`src/rtl/sedu_pkg.sv`:
```
package sedu_pkg;
  typedef enum logic [1:0] {
    PM_RUN     = 2'd0,
    PM_STOP0   = 2'd1,
    PM_STOP1   = 2'd2,
    PM_STANDBY = 2'd3
  } pmode_e;

  typedef struct packed {
    logic evt_en;
    logic irq_en;
    logic fall_en;
    logic rise_en;
  } mode_t;

  localparam logic [1:0] A_CTRL   = 2'd0;
  localparam logic [1:0] A_MODE   = 2'd1;
  localparam logic [1:0] A_STATUS = 2'd2;

  localparam int N_EDGE = 2;
  localparam int E_RISE = 0;
  localparam int E_FALL = 1;
endpackage

```
`src/rtl/sedu_sync.sv`:
```
module sedu_sync #(
  parameter int STAGES = 2
) (
  input  logic clk,
  input  logic rst,
  input  logic d,
  output logic q
);
  logic [STAGES-1:0] chain;

  generate
    for (genvar i = 0; i < STAGES; i++) begin : g_stage
      if (i == 0) begin : g_first
        always_ff @(posedge clk) begin
          if (rst) chain[0] <= 1'b0;
          else     chain[0] <= d;
        end
      end else begin : g_rest
        always_ff @(posedge clk) begin
          if (rst) chain[i] <= 1'b0;
          else     chain[i] <= chain[i-1];
        end
      end
    end
  endgenerate

  assign q = chain[STAGES-1];
endmodule

```
`src/rtl/sedu_edge.sv`:
```
module sedu_edge (
  input  logic clk,
  input  logic rst,
  input  logic level,
  input  logic active,
  output logic rise,
  output logic fall
);
  logic prev_q;

  // The previous level is tracked even while inactive, so re-enabling
  // detection with a high level gives no false crossing.
  always_ff @(posedge clk) begin
    if (rst) prev_q <= 1'b0;
    else     prev_q <= level;
  end

  assign rise = active &  level & ~prev_q;
  assign fall = active & ~level &  prev_q;
endmodule

```
`src/rtl/sedu_pend.sv`:
```
module sedu_pend (
  input  logic clk,
  input  logic rst,
  input  logic set,
  input  logic clr,
  output logic q
);
  always_ff @(posedge clk) begin
    if (rst)      q <= 1'b0;
    else if (set) q <= 1'b1;
    else if (clr) q <= 1'b0;
  end
endmodule

```
`src/rtl/supply_edge_unit.sv`:
```
module supply_edge_unit
  import sedu_pkg::*;
#(
  parameter int SYNC_STAGES = 2,
  parameter int LVL_W       = 3,
  parameter int DW          = 8,
  parameter int AW          = 2
) (
  input  logic             clk,
  input  logic             rst,
  input  logic             reg_wr,
  input  logic [AW-1:0]    reg_addr,
  input  logic [DW-1:0]    reg_wdata,
  output logic [DW-1:0]    reg_rdata,
  input  logic             cmp_in,
  input  logic [1:0]       lp_mode,
  output logic [LVL_W-1:0] lvl_sel,
  output logic             det_on,
  output logic             irq,
  output logic             evt
);
  localparam int MODE_W = $bits(mode_t);
  localparam int CTRL_W = LVL_W + 1;

  logic             ctrl_en;
  logic [LVL_W-1:0] ctrl_lvl;
  mode_t            mode_q;
  logic             above_q;
  logic             irq_q;
  logic             evt_q;
  logic             det_q;
  logic [DW-1:0]    rdata_q;

  logic             cmp_sync;
  logic             active;
  logic             edge_rise;
  logic             edge_fall;
  logic [N_EDGE-1:0] hit;
  logic [N_EDGE-1:0] clr;
  logic [N_EDGE-1:0] pend;

  logic wr_ctrl, wr_mode, wr_status;

  assign wr_ctrl   = reg_wr && (reg_addr == AW'(A_CTRL));
  assign wr_mode   = reg_wr && (reg_addr == AW'(A_MODE));
  assign wr_status = reg_wr && (reg_addr == AW'(A_STATUS));

  assign active = ctrl_en && (pmode_e'(lp_mode) != PM_STANDBY);

  always_ff @(posedge clk) begin
    if (rst) begin
      ctrl_en  <= 1'b0;
      ctrl_lvl <= '0;
    end else if (wr_ctrl) begin
      ctrl_en  <= reg_wdata[0];
      ctrl_lvl <= reg_wdata[LVL_W:1];
    end
  end

  // A mode write replaces all four enables at once.
  always_ff @(posedge clk) begin
    if (rst)          mode_q <= '0;
    else if (wr_mode) mode_q <= mode_t'(reg_wdata[MODE_W-1:0]);
  end

  sedu_sync #(.STAGES(SYNC_STAGES)) u_sync (
    .clk (clk),
    .rst (rst),
    .d   (cmp_in),
    .q   (cmp_sync)
  );

  sedu_edge u_edge (
    .clk    (clk),
    .rst    (rst),
    .level  (cmp_sync),
    .active (active),
    .rise   (edge_rise),
    .fall   (edge_fall)
  );

  assign hit[E_RISE] = edge_rise & mode_q.rise_en;
  assign hit[E_FALL] = edge_fall & mode_q.fall_en;

  generate
    for (genvar e = 0; e < N_EDGE; e++) begin : g_pend
      assign clr[e] = wr_status & reg_wdata[e+1];
      sedu_pend u_pend (
        .clk (clk),
        .rst (rst),
        .set (hit[e]),
        .clr (clr[e]),
        .q   (pend[e])
      );
    end
  endgenerate

  always_ff @(posedge clk) begin
    if (rst) begin
      above_q <= 1'b0;
      irq_q   <= 1'b0;
      evt_q   <= 1'b0;
      det_q   <= 1'b0;
    end else begin
      above_q <= active & cmp_sync;
      irq_q   <= mode_q.irq_en & (|pend);
      evt_q   <= mode_q.evt_en & (|hit);
      det_q   <= active;
    end
  end

  always_ff @(posedge clk) begin
    if (rst) begin
      rdata_q <= '0;
    end else begin
      rdata_q <= '0;
      case (reg_addr)
        AW'(A_CTRL):   rdata_q[CTRL_W-1:0] <= {ctrl_lvl, ctrl_en};
        AW'(A_MODE):   rdata_q[MODE_W-1:0] <= mode_q;
        AW'(A_STATUS): rdata_q[N_EDGE:0]   <= {pend, above_q};
        default:       rdata_q <= '0;
      endcase
    end
  end

  assign reg_rdata = rdata_q;
  assign lvl_sel   = ctrl_lvl;
  assign det_on    = det_q;
  assign irq       = irq_q;
  assign evt       = evt_q;
endmodule

```
`config.mk`:
```
export PLATFORM = sky130hd
export DESIGN_NAME = supply_edge_unit
export DESIGN_NICKNAME = d
export VERILOG_FILES = /design/src/rtl/sedu_pkg.sv /design/src/rtl/sedu_sync.sv /design/src/rtl/sedu_edge.sv /design/src/rtl/sedu_pend.sv /design/src/rtl/supply_edge_unit.sv
export SDC_FILE = /design/constraint.sdc
export NUM_CORES = 1
export LEC_CHECK = 0
export BUFFER_PORTS_ARGS = -buffer_cell sky130_fd_sc_hd__buf_4
export CAP_MARGIN = 20
export CORE_MARGIN = 10
export CORE_UTILIZATION = 43
export CTS_CLUSTER_SIZE = 40
export DETAILED_ROUTE_END_ITERATION = 10
export PLACE_DENSITY = 0.73
export SYNTH_ARGS = -nofsm -noshare
export SYNTH_HDL_FRONTEND = slang
export SYNTH_HIERARCHICAL = 1
export SYNTH_SLANG_ARGS = --single-unit
```
`constraint.sdc`:
```
create_clock -name clk -period 1.3 [get_ports clk]
set_clock_uncertainty 0.2 [all_clocks]
set_input_delay 0.26 -clock clk [delete_from_list [all_inputs] [get_ports clk]]
set_output_delay 0.26 -clock clk [all_outputs]
set_load 0.005 [all_outputs]
```
# --- Word level (Yosys, flattened, before mapping) ---
# Cells that the tools add are included.
# Widths: inputs -> output; s select.
word_totals:
  out_inout_bits: 14
  word_cells: 47
  ff_bits: 25
  inputBits: 16
classes:
  eq_ne: 3
  n_mux: 6
  bitwise: 12
  n_reduce_logical: 9
op_table:
  columns: ["cell", "count"]
  rows:
  - ["$and 1x1->1", 10]
  - ["$pmux 3 s3", 1]
  - ["$logic_and 1x1->1", 4]
  - ["$mux 1", 4]
  - ["$reduce_bool 2->1", 2]
  - ["$reduce_or 2->1", 2]
  - ["$eq 2x1->1 const B", 1]
  - ["$eq 2x2->1 const B", 1]
  - ["$logic_not 2->1", 1]
  - ["$ne 2x2->1 const B", 1]
  - ["$not 1->1", 2]
  - ["$pmux 1 s2", 1]

# --- Longest topological paths before layout ---
# Gate-level depths: netlist of the first run.
depth:
  ltp_word: 7
  depth_mapped: 6
  mapped_depth_nobuf: 6

# --- Hierarchy ---
# The synthesis of the first run kept the hierarchy.
by_module_without_submodules:
  columns: ["module", "n_inst", "area_each_um2", "cells_per_inst", "seq_area_each_um2"]
  rows:
  - ["supply_edge_unit", 1, 708.2, 69, 320.3]
  - ["sedu_pend", 2, 38.8, 4, 20.0]
  - ["sedu_sync", 1, 52.6, 4, 40.0]
  - ["sedu_edge", 1, 45.0, 4, 20.0]

# --- Worst setup path after synthesis of the first run ---
# No wires, ideal clock.
synth_path:
  path_kind: "flip-flop to flip-flop"
  startpoint: "register ctrl_en"
  endpoint: "register evt_q, in the netlist evt"
  arrival_ns: 1.043
  setup_time_ns: 0.115
  period_less_slack_ns: 1.359
  setup_slack_ns: -0.059
  path_stages_with_launch: 6
  n_path_buf: 0
  required_ns: 0.985
  cell_sequence: "dfxtp_1 > a21bo_2 > inv_1 > and3b_2 > and2_1 > o21ba_2"
synth_between:
  elab_chain_len: 6
  elab_cells_between_ends: 9
  cone_classes: "7 x bitwise; 2 x reduce/logical"
synth_lines:
  columns: ["element", "line", "rtl"]
  rows:
  - ["start: declaration", "supply_edge_unit.sv:25", "logic ctrl_en;"]
  - ["start signal: assignment", "supply_edge_unit.sv:55", "ctrl_en <= reg_wdata[0];"]
  - ["$logic_and 1x1->1", "supply_edge_unit.sv:48", "assign active = ctrl_en && (pmode_e'(lp_mode) != PM_STANDBY);"]
  - ["via active", "supply_edge_unit.sv:35", "logic active;"]
  - ["$and 1x1->1 (2 in a row)", "sedu_edge.sv:18", "assign rise = active & level & ~prev_q;"]
  - ["via edge_rise", "supply_edge_unit.sv:36", "logic edge_rise;"]
  - ["$and 1x1->1", "supply_edge_unit.sv:82", "assign hit[E_RISE] = edge_rise & mode_q.rise_en;"]
  - ["via hit[0]", "supply_edge_unit.sv:38", "logic [N_EDGE-1:0] hit;"]
  - ["$reduce_or 2->1", "supply_edge_unit.sv:107", "evt_q <= mode_q.evt_en & (|hit);"]
  - ["$and 1x1->1", "supply_edge_unit.sv:107", null]
  - ["end signal: assignment", "supply_edge_unit.sv:107", null]
  - ["end: declaration", "supply_edge_unit.sv:30", "logic evt_q;"]
# The timed path passes the listed nets, and every way through them passes these cells.
# A chain may end at the register's enable or synchronous reset.

# --- Worst setup path in the final report of the first run ---
# Same ends and word-level chain as after synthesis.

==> results.py, run 1 <==
metrics = {
    "grt": {
        "overflow": 0,
        "grt_usage_pct": 8.25,
        "grt_max_degree": 22,
        "grt_pass1_wl_um": 2840,
        "antenna_found_initial": 0,
        "grt_pass1_vias": 680,
    },
    "floorplanning": {
        "start_util_pct": 45.0,
        "io_pins": 30,
        "die_y_um": 65.3,
        "coreArea_um2": 1960,
        "rows": 16,
        "dieArea_um2": 4270,
        "die_x_um": 65.3,
    },
    "worst_setup_path": {
        "rr_startpoint": "ctrl_en$_SDFFE_PP0P_",
        "setup.worst_path.end": "evt$_SDFF_PP0_",
        "cp_num_cells": 5,
        "critPathMaxFanout": 2,
        "cp_data_arrival_time_ns": 1.34,
        "critPathCaptureType": "flip-flop",
        "crit_path_top_delay_cell": "dfxtp_2",
        "crit_family": "compound AO/OA/AOI/OAI gates",
        "path_class": "reg2reg",
        "cp_cell_sequence": "a21bo_4, inv_2, and3b_2, and2_4, o21ba_4",
        "path_buf_inv": 1,
        "crit_path_max_incr_delay_ns": 0.34,
        "reg2reg_to": "evt$_SDFF_PP0_",
        "startpoint": "ctrl_en$_SDFFE_PP0P_",
        "r2r_cells": 5,
        "start_kind": "flip-flop",
        "cp.required_ns": 1.30,
        "regToRegSetupSlack_ns": -0.04,
    },
    "synth": {
        "ys_async_sr_fraction_pct": 0,
        "yosysTopAreaCell": "dfxtp_1",
        "synth-main-ff-cell": "dfxtp_1",
        "synth_edf_count": 0,
        "ys_top_cells_by_area": "dfxtp_1 48%, mux2i_1 14%, nand2b_1 9.9%",
        "synth.distinct_cells": 24,
        "syn_avg_cell_area_um2": 10.4,
        "ys_seq_area_share_pct": 47.6,
        "synth_seq_cells": 21,
        "synth_top_area_share_pct": 47.6,
        "synth_most_common_cell": "dfxtp_1",
        "synth_common_cells": "21 x dfxtp_1, 14 x nand2b_1, 12 x mux2i_1",
        "netlist_area_um2": 883,
        "postSynthCellCount": 85,
        "yosys_warnings": 6,
    },
    "placement": {
        "dp_hpwl_um": 1390,
        "dp_slack_ns": -0.0311,
        "io_buffers": 21,
        "gp_congestion": 0.723,
    },
    "cells_and_area": {
        "antennaDiodeCount": 0,
        "area_growth_pct": 31.0,
        "post-route-util_pct": 59.0,
        "nets": 132,
        "drive_above_1_share_pct": 39.1,
    },
    "detailed_routing": {
        "vias": 658,
        "drc": 0,
        "wl_per_cell_um": 12.5,
        "drt_wl_total_um": 1770,
        "vias_per_cell": 4.63,
        "drtIter0Drc": 15,
        "drt_first_pass_iters": 2,
        "ant_nets": 0,
    },
    "clocking": {
        "cts-buffers-inserted": 3,
        "clockBufferDepth": 2,
        "cts_htree_levels": 1,
        "cts-root-buf": "clkbuf_4",
        "cts_tree": "yes",
        "clock_latency_ns": 0.31,
        "post-cts-setup-buffer-count": 0,
        "clk_pin_slew_worst_paths_ns": 0.12,
        "cts_sinks": 21,
    },
    "sta": {
        "whs_ns": 0.0359,
        "hold_viol": 0,
        "slew_violations": 0,
        "fin_crit_sh_pct": 103,
        "rsz0062_at_grt": "yes",
        "setup-violations-final": 2,
        "max_freq_mhz": 749,
        "finalSetupTns_ns": -0.0467,
        "post-route-min-period_ns": 1.34,
        "worst_slack_ns": -0.0350,
    },
    "pwr": {
        "combPwrFrac_pct": 11.1,
        "clockPowerShare_pct": 28.5,
        "seqPwrFrac_pct": 60.5,
        "p_leak_nw": 0.524,
        "swShare_pct": 22.7,
        "switchingPower_w": 0.000250,
        "power_w": 0.00110,
        "p_per_area_nw_per_um2": 951,
        "ir_drop_uv": 712,
        "intPower_w": 0.000851,
    },
    "hold_path": {
        "hold_path.class": "in2reg",
    },
    "run_status": {
        "violations": "negative setup slack",
        "outcome": "finished, violations left",
    },
    "job": {
        "max_cap_viol_count": 0,
    },
}
## worst min path at each step
stage,from,to,slack [ns],cells after the start
after global routing,reg_wdata[3],lvl_sel[2]$_SDFFE_PP0P_,0.04,3
after detailed placement,u_sync/chain[0]$_SDFF_PP0_,u_sync/q$_SDFF_PP0_,0.23,1
after CTS,rst,g_pend[1].u_pend/q$_SDFFE_PP0P_,0.03,2
after floorplan,rst,g_pend[0].u_pend/q$_SDFFE_PP0P_,0.12,1
after global placement,u_sync/chain[0]$_SDFF_PP0_,u_sync/q$_SDFF_PP0_,0.22,1
final,reg_wdata[3],lvl_sel[2]$_SDFFE_PP0P_,0.04,3
## cell type report
type / instances / area (µm²)
Fill cell: 187 / 805
Tap cell: 27 / 33.8
Multi-Input combinational cell: 58 / 439
Timing Repair Buffer: 29 / 223
Sequential cell: 21 / 424
Clock buffer: 4 / 26.3
Inverter: 3 / 11.3
## power by group through the flow
stage | combinational (W) | clock [W] | sequential, W
after global routing | 0.000133 | 0.000348 | 0.000668
after CTS | 0.000122 | 0.000321 | 0.000666
after detailed placement | 0.000117 | 0 | 0.000680
after global placement | 0.000115 | 0 | 0.000680
final | 0.000122 | 0.000313 | 0.000666
after floorplan | 0.0000653 | 0 | 0.000679
## registers in the layout, indices dropped and copies added, names as in the netlist
name,cells
u_sync/chain,1
lvl_sel,3
irq,1
evt,1
det_on,1
mode_q,4
ctrl_en,1
above_q,1
g_pend.u_pend/q,2
u_edge/prev_q,1
u_sync/q,1
reg_rdata,4
## kinds of logic after synthesis
family / share of synthesized area, %
buffers and inverters: 5.95
AND/OR/NAND/NOR: 26.1
flip-flops: 47.6
AO/OA/AOI/OAI: 6.37
other: 0.425
multiplexers: 13.6
## layout by cell type, fill, tap and decap left out, drive strengths merged, types with 3 or more instances in the layout
| cell type | instances |
|---|---|
| and3b | 3 |
| mux2i | 12 |
| clkbuf | 4 |
| o22ai | 3 |
| conb | 4 |
| dfxtp | 21 |
| nor2b | 3 |
| nand2b | 14 |
| inv | 3 |
| buf | 27 |
| nor2 | 3 |
## worst register-to-register path: stages, from the launching register on
cell and delay (ns):
dfxtp_2 0.34, a21bo_4 0.17, inv_2 0.03, and3b_2 0.17, and2_4 0.13, o21ba_4 0.18
## repair_timing
action | in CTS | in global routing
hold endpoints to repair | 2 | 0
gates resized for setup | 0 | 3
hold buffers | 2 | 0
endpoints found under the setup margin | 2 | 5
gates cloned | 0 | 0
## layer usage
| layer | up-vias | global-route usage [%] | wire (µm) |
|---|---|---|---|
| li1 | 337 | - | - |
| met1 | 298 | 8.23 | 757 |
| met2 | 19 | 13.8 | 835 |
| met3 | 4 | 4.41 | 145 |
| met4 | 0 | 4.01 | 29 |
| met5 | - | 0 | 0 |
## stage by stage
step,area (µm²),instances
detailed placement,1110,136
CTS,1150,142
floorplan,913,88
global route,1160,142
global placement,1110,136
finish,1160,142
Note: power is estimated with default switching activity, not from simulation.
==> inputs of run 2 (changes only) <==
--- a/config.mk
+++ b/config.mk
@@ -7,6 +7,7 @@
 export LEC_CHECK = 0
 export BUFFER_PORTS_ARGS = -buffer_cell sky130_fd_sc_hd__buf_4
 export CAP_MARGIN = 20
+export CORE_ASPECT_RATIO = 0.7
 export CORE_MARGIN = 10
 export CORE_UTILIZATION = 43
 export CTS_CLUSTER_SIZE = 40
==> run 2 against run 1 <==
  * The flow still finishes with violations (negative setup slack)
  * Final cell count shrank 3.5%
  * Register-to-register slack is essentially flat
  * Combinational power is essentially flat
  * Total power shrank 0.70%
  * Flip-flop and latch count is the same
  * First-iteration DRC count grew to 3.2 times the previous value
  * Sequential power is essentially flat
  * Clock power shrank 2%
  * Maximum frequency is essentially flat
  * Routed wire length grew 0.57%
  * Global-route usage grew 0.45 points
  * Non-clock buffer count is the same
  * Largest power group unchanged
  * Highest routed layer unchanged
==> results.py, run 2 (synthesis gave the netlist of run 1 again) <==
metrics = {
    "worst_setup_path": {
        "crit_path_max_incr_delay_ns": 0.34,
        "critPathCaptureType": "flip-flop",
        "path_class": "reg2reg",
        "path_buf_inv": 1,
        "cp.required_ns": 1.30,
        "crit_path_top_delay_cell": "dfxtp_2",
        "crit_family": "compound AO/OA/AOI/OAI gates",
        "cp_data_arrival_time_ns": 1.34,
        "critPathMaxFanout": 2,
        "cp_cell_sequence": "a21bo_4, inv_2, and3b_2, and2_4, o21ba_4",
        "start_kind": "flip-flop",
    },
    "floorplanning": {
        "coreArea_um2": 1900,
        "die_y_um": 57.9,
        "dieArea_um2": 4300,
        "rows": 13,
        "die_x_um": 74.2,
        "io_pins": 30,
        "start_util_pct": 46.4,
    },
    "placement": {
        "io_buffers": 21,
        "gp_congestion": 0.737,
        "dp_slack_ns": -0.0318,
        "dp_hpwl_um": 1350,
    },
    "cells_and_area": {
        "final_common_cell": "buf_4",
        "drive_above_1_share_pct": 40.0,
        "antennaDiodeCount": 0,
        "nets": 132,
        "post-route-util_pct": 60.5,
        "area_growth_pct": 30.3,
        "mostFrequentLayoutCells": "27 x buf_4, 18 x dfxtp_1, 14 x nand2b_1",
        "n_fill_cell": 163,
    },
    "sta": {
        "max_freq_mhz": 749,
        "fin_crit_sh_pct": 103,
        "hold_viol": 0,
        "setup-violations-final": 2,
        "rsz0062_at_grt": "yes",
        "worst_slack_ns": -0.0343,
        "post-route-min-period_ns": 1.33,
        "slew_violations": 0,
        "whs_ns": 0.0352,
    },
    "grt": {
        "overflow": 0,
        "gr-usage-met1_pct": 9.24,
        "grt_usage_pct": 8.70,
        "grt_max_degree": 22,
        "gr-usage-met2_pct": 14.1,
        "grt_util_met3_pct": 4.93,
        "grt_pass1_vias": 663,
        "antenna_found_initial": 0,
        "grt_pass1_wl_um": 2990,
        "top_usage_layer": "met2",
    },
    "run_status": {
        "outcome": "finished, violations left",
        "violations": "negative setup slack",
    },
    "detailed_routing": {
        "drt_wl_total_um": 1780,
        "vias_per_cell": 4.72,
        "vias": 647,
        "wl_per_cell_um": 13.0,
        "drc": 0,
        "drt_first_pass_iters": 4,
        "ant_nets": 0,
        "drtIter0Drc": 48,
    },
    "clocking": {
        "clk_pin_slew_worst_paths_ns": 0.11,
        "cts-buffers-inserted": 3,
        "cts_htree_levels": 1,
        "cts_sinks": 21,
        "cts-root-buf": "clkbuf_4",
        "clockBufferDepth": 2,
        "cts_tree": "yes",
        "clock_latency_ns": 0.30,
    },
    "pwr": {
        "p_per_area_nw_per_um2": 950,
        "p_leak_nw": 0.524,
        "ir_drop_uv": 683,
        "power_w": 0.00109,
    },
    "job": {
        "max_cap_viol_count": 0,
    },
    "hold_path": {
        "hold_path.class": "in2reg",
    },
}
==> run 2: worst paths after layout <==
kind | start | end | slack, ns | depth (start not counted)
setup / recovery | ctrl_en$_SDFFE_PP0P_ | evt$_SDFF_PP0_ | -0.03 | 5
hold reg to reg | u_sync/chain[0]$_SDFF_PP0_ | u_sync/q$_SDFF_PP0_ | 0.25 | 1
hold / removal | rst | g_pend[1].u_pend/q$_SDFFE_PP0P_ | 0.04 | 2
setup reg to reg | ctrl_en$_SDFFE_PP0P_ | evt$_SDFF_PP0_ | -0.03 | 5
==> run 2: cell type report <==
type / count / area (µm²) / area share [%]
repair buffers: 29 / 223 / 19.3
well taps: 22 / 27.5 / 2.39
inverters: 3 / 11.3 / 0.978
flip-flops and latches: 21 / 424 / 36.8
multi-input cells: 58 / 439 / 38.2
clock buffers: 4 / 26.3 / 2.28
==> run 2: layer usage <==
layer | wire, µm | up-vias
met5 | 0 | -
met4 | 29 | 0
met3 | 177 | 4
met2 | 805 | 22
met1 | 765 | 284
li1 | - | 337
==> run 2: worst reg2reg max path: stages (launching register included) <==
cell,delay (ns)
dfxtp_2,0.34
a21bo_4,0.17
inv_2,0.03
and3b_2,0.18
and2_4,0.14
o21ba_4,0.18
==> run 2: through the flow <==
step | setup TNS (ns) | instance area, µm² | cells
after floorplan | 0 | 913 | 88
after global placement | -0.0245 | 1100 | 131
after detailed placement | -0.0573 | 1100 | 131
after CTS | -0.0553 | 1150 | 137
after global routing | -0.158 | 1150 | 137
final | -0.0424 | 1150 | 137
==> run 2: report_power, final <==
group | switching, W | internal, W
logic | 0.0000488 | 0.0000726
clock network | 0.000186 | 0.000120
registers | 0.00000731 | 0.000658
==> run 2: repair_timing <==
item	CTS	global route
hold buffers	2	0
endpoints found under the setup margin	2	5
buffers inserted	0	0
hold endpoints to repair	2	0
resized for setup	0	4
==> inputs of run 3 (changes only) <==
--- a/config.mk
+++ b/config.mk
@@ -9,10 +9,9 @@
 export CAP_MARGIN = 20
 export CORE_ASPECT_RATIO = 0.7
 export CORE_MARGIN = 10
-export CORE_UTILIZATION = 43
+export CORE_UTILIZATION = 30
 export CTS_CLUSTER_SIZE = 40
 export DETAILED_ROUTE_END_ITERATION = 10
-export PLACE_DENSITY = 0.73
 export SYNTH_ARGS = -nofsm -noshare
 export SYNTH_HDL_FRONTEND = slang
 export SYNTH_HIERARCHICAL = 1
==> run 3 against run 2 <==
  * The run still ends with negative setup slack left
  * Combinational power is essentially flat
  * Sequential power barely moved
  * Utilization shrank 19 points
  * First-iteration DRC count shrank 52%
  * Global-route usage down 2.1 points
  * Non-clock buffer count is 2 lower
  * Clock power is 38% higher
  * Clock-buffer cell count is the same
  * Worst setup slack improved by 0.023 ns
  * Register-to-register slack better by 0.02 ns
  * Largest power group unchanged
==> results.py, run 3 (synthesis gave the netlist of run 1 again) <==
metrics = {
    "clocking": {
        "cts-buffers-inserted": 3,
        "clockBufferDepth": 2,
        "cts_sinks": 21,
        "clk_pin_slew_worst_paths_ns": 0.07,
        "cts_tree": "yes",
        "cts_htree_levels": 1,
        "cts-root-buf": "clkbuf_8",
        "clock_latency_ns": 0.25,
    },
    "cells_and_area": {
        "stdcell_area_um2": 1160,
        "drive_above_1_share_pct": 38.1,
        "final_cells": 149,
        "antennaDiodeCount": 0,
        "area_growth_pct": 31.9,
        "final_common_cell": "buf_4",
        "mostFrequentLayoutCells": "27 x buf_4, 20 x dfxtp_1, 14 x nand2b_1",
        "nets": 130,
    },
    "worst_setup_path": {
        "rr_startpoint": "ctrl_en$_SDFFE_PP0P_",
        "cp_num_cells": 5,
        "crit_family": "compound AO/OA/AOI/OAI gates",
        "critPathCaptureType": "flip-flop",
        "critPathMaxFanout": 2,
        "crit_path_top_delay_cell": "dfxtp_2",
        "path_class": "reg2reg",
        "cp_data_arrival_time_ns": 1.27,
        "path_buf_inv": 1,
        "crit_path_max_incr_delay_ns": 0.32,
        "reg2reg_to": "evt$_SDFF_PP0_",
        "r2r_cells": 5,
        "regToRegSetupSlack_ns": -0.01,
        "cp_cell_sequence": "a21bo_4, inv_2, and3b_2, and2_4, o21ba_4",
        "cp.required_ns": 1.26,
        "setup.worst_path.end": "evt$_SDFF_PP0_",
        "startpoint": "ctrl_en$_SDFFE_PP0P_",
        "start_kind": "flip-flop",
    },
    "pwr": {
        "p_leak_nw": 0.522,
        "clockPowerShare_pct": 35.0,
        "intPower_w": 0.000944,
        "swShare_pct": 21.7,
        "seqPwrFrac_pct": 55.1,
        "p_per_area_nw_per_um2": 1040,
        "ir_drop_uv": 618,
        "switchingPower_w": 0.000261,
        "combPwrFrac_pct": 9.9,
    },
    "grt": {
        "grt_pass1_vias": 671,
        "grt_usage_pct": 6.61,
        "antenna_found_initial": 0,
        "grt_max_degree": 22,
        "overflow": 0,
        "grt_pass1_wl_um": 3040,
    },
    "detailed_routing": {
        "drc": 0,
        "drt_first_pass_iters": 4,
        "drtIter0Drc": 23,
        "vias_per_cell": 4.40,
        "vias": 655,
        "ant_nets": 0,
        "wl_per_cell_um": 12.5,
        "drt_wl_total_um": 1870,
    },
    "hold_path": {
        "hold_path.class": "in2reg",
    },
    "floorplanning": {
        "die_x_um": 84.9,
        "die_y_um": 65.4,
        "rows": 16,
        "dieArea_um2": 5550,
        "start_util_pct": 31.5,
        "io_pins": 30,
        "coreArea_um2": 2800,
    },
    "sta": {
        "post-route-min-period_ns": 1.31,
        "rsz0062_at_grt": "yes",
        "setup-violations-final": 1,
        "fin_crit_sh_pct": 101,
        "max_freq_mhz": 763,
        "hold_viol": 0,
        "worst_slack_ns": -0.0112,
        "slew_violations": 0,
    },
    "run_status": {
        "violations": "negative setup slack",
        "outcome": "finished, violations left",
    },
    "placement": {
        "dp_hpwl_um": 1450,
        "dpl.cell_count": 144,
        "place_area_um2": 1110,
        "io_buffers": 21,
        "gp_congestion": 0.826,
    },
    "job": {
        "max_cap_viol_count": 0,
    },
}
-- run 3: changes by cell type in the layout (fill, tap and decap cells not counted) --
cell           change
dfxtp_1            +2
inv_1              +1
inv_2              -1
dfxtp_2            -2
dlygate4sd3_1      -2
clkbuf_4           -3
clkbuf_8           +3
-- run 3: timing repair --
action                     in CTS  in global routing
resized for setup               0                  1
setup buffers                   1                  0
setup endpoints to repair       2                  3
hold buffers                    0                  0
-- run 3: per-stage QoR --
stage | setup TNS (ns) | worst slack (ns) | util (%) | hold slack [ns] | total power [W]
after floorplan | 0 | 0.00758 | - | 0.122 | 0.000744
after detailed placement | -0.0631 | -0.0385 | 39.7 | 0.247 | 0.000797
after global placement | -0.0569 | -0.0242 | 39.7 | 0.218 | 0.000795
final | -0.0112 | -0.0112 | 41.6 | 0.00933 | 0.00121
after global routing | -0.158 | -0.0585 | 41.6 | 0.00622 | 0.00126
after CTS | -0.0133 | -0.0133 | 41.6 | 0.00104 | 0.00122
-- run 3: per-layer routing --
metal / share of wire (%) / wire (µm) / global-route usage [%] / vias to the layer above
met5: 0 / 0 / 0 / -
met3: 8.0 / 150 / 4.06 / 0
li1: - / - / - / 331
met4: 0 / 0 / 1.23 / 0
met2: 43 / 813 / 10.1 / 20
met1: 48 / 906 / 7.85 / 304
-- run 3: worst reg2reg max path, cell delays in order (launching register included) --
cell and delay [ns]:
dfxtp_2 0.32, a21bo_4 0.18, inv_2 0.03, and3b_2 0.17, and2_4 0.14, o21ba_4 0.18
-- run 3: power by group through the flow --
stage	clock (W)	sequential (W)	combinational, W
after floorplan	0	0.000679	0.0000653
after global placement	0	0.000680	0.000115
after detailed placement	0	0.000680	0.000117
after CTS	0.000440	0.000665	0.000119
after global routing	0.000463	0.000667	0.000131
final	0.000422	0.000665	0.000119
-- run 3: area by class of cell --
class / count / area (µm²)
fillers: 282 / 1640
multi-input cells: 58 / 439
flip-flops and latches: 21 / 422
repair buffers: 27 / 203
clock buffers: 4 / 45.0
well taps: 36 / 45.0
inverters: 3 / 11.3
-- run 3: how the worst min path moves through the flow --
stage	from	to	cells after the start
6_report	cmp_in	u_sync/chain[0]$_SDFF_PP0_	2
5_1_grt	cmp_in	u_sync/chain[0]$_SDFF_PP0_	2
4_1_cts	cmp_in	u_sync/chain[0]$_SDFF_PP0_	2
3_5_place_dp	u_sync/chain[0]$_SDFF_PP0_	u_sync/q$_SDFF_PP0_	1
3_3_place_gp	u_sync/chain[0]$_SDFF_PP0_	u_sync/q$_SDFF_PP0_	1
2_1_floorplan	rst	g_pend[0].u_pend/q$_SDFFE_PP0P_	1
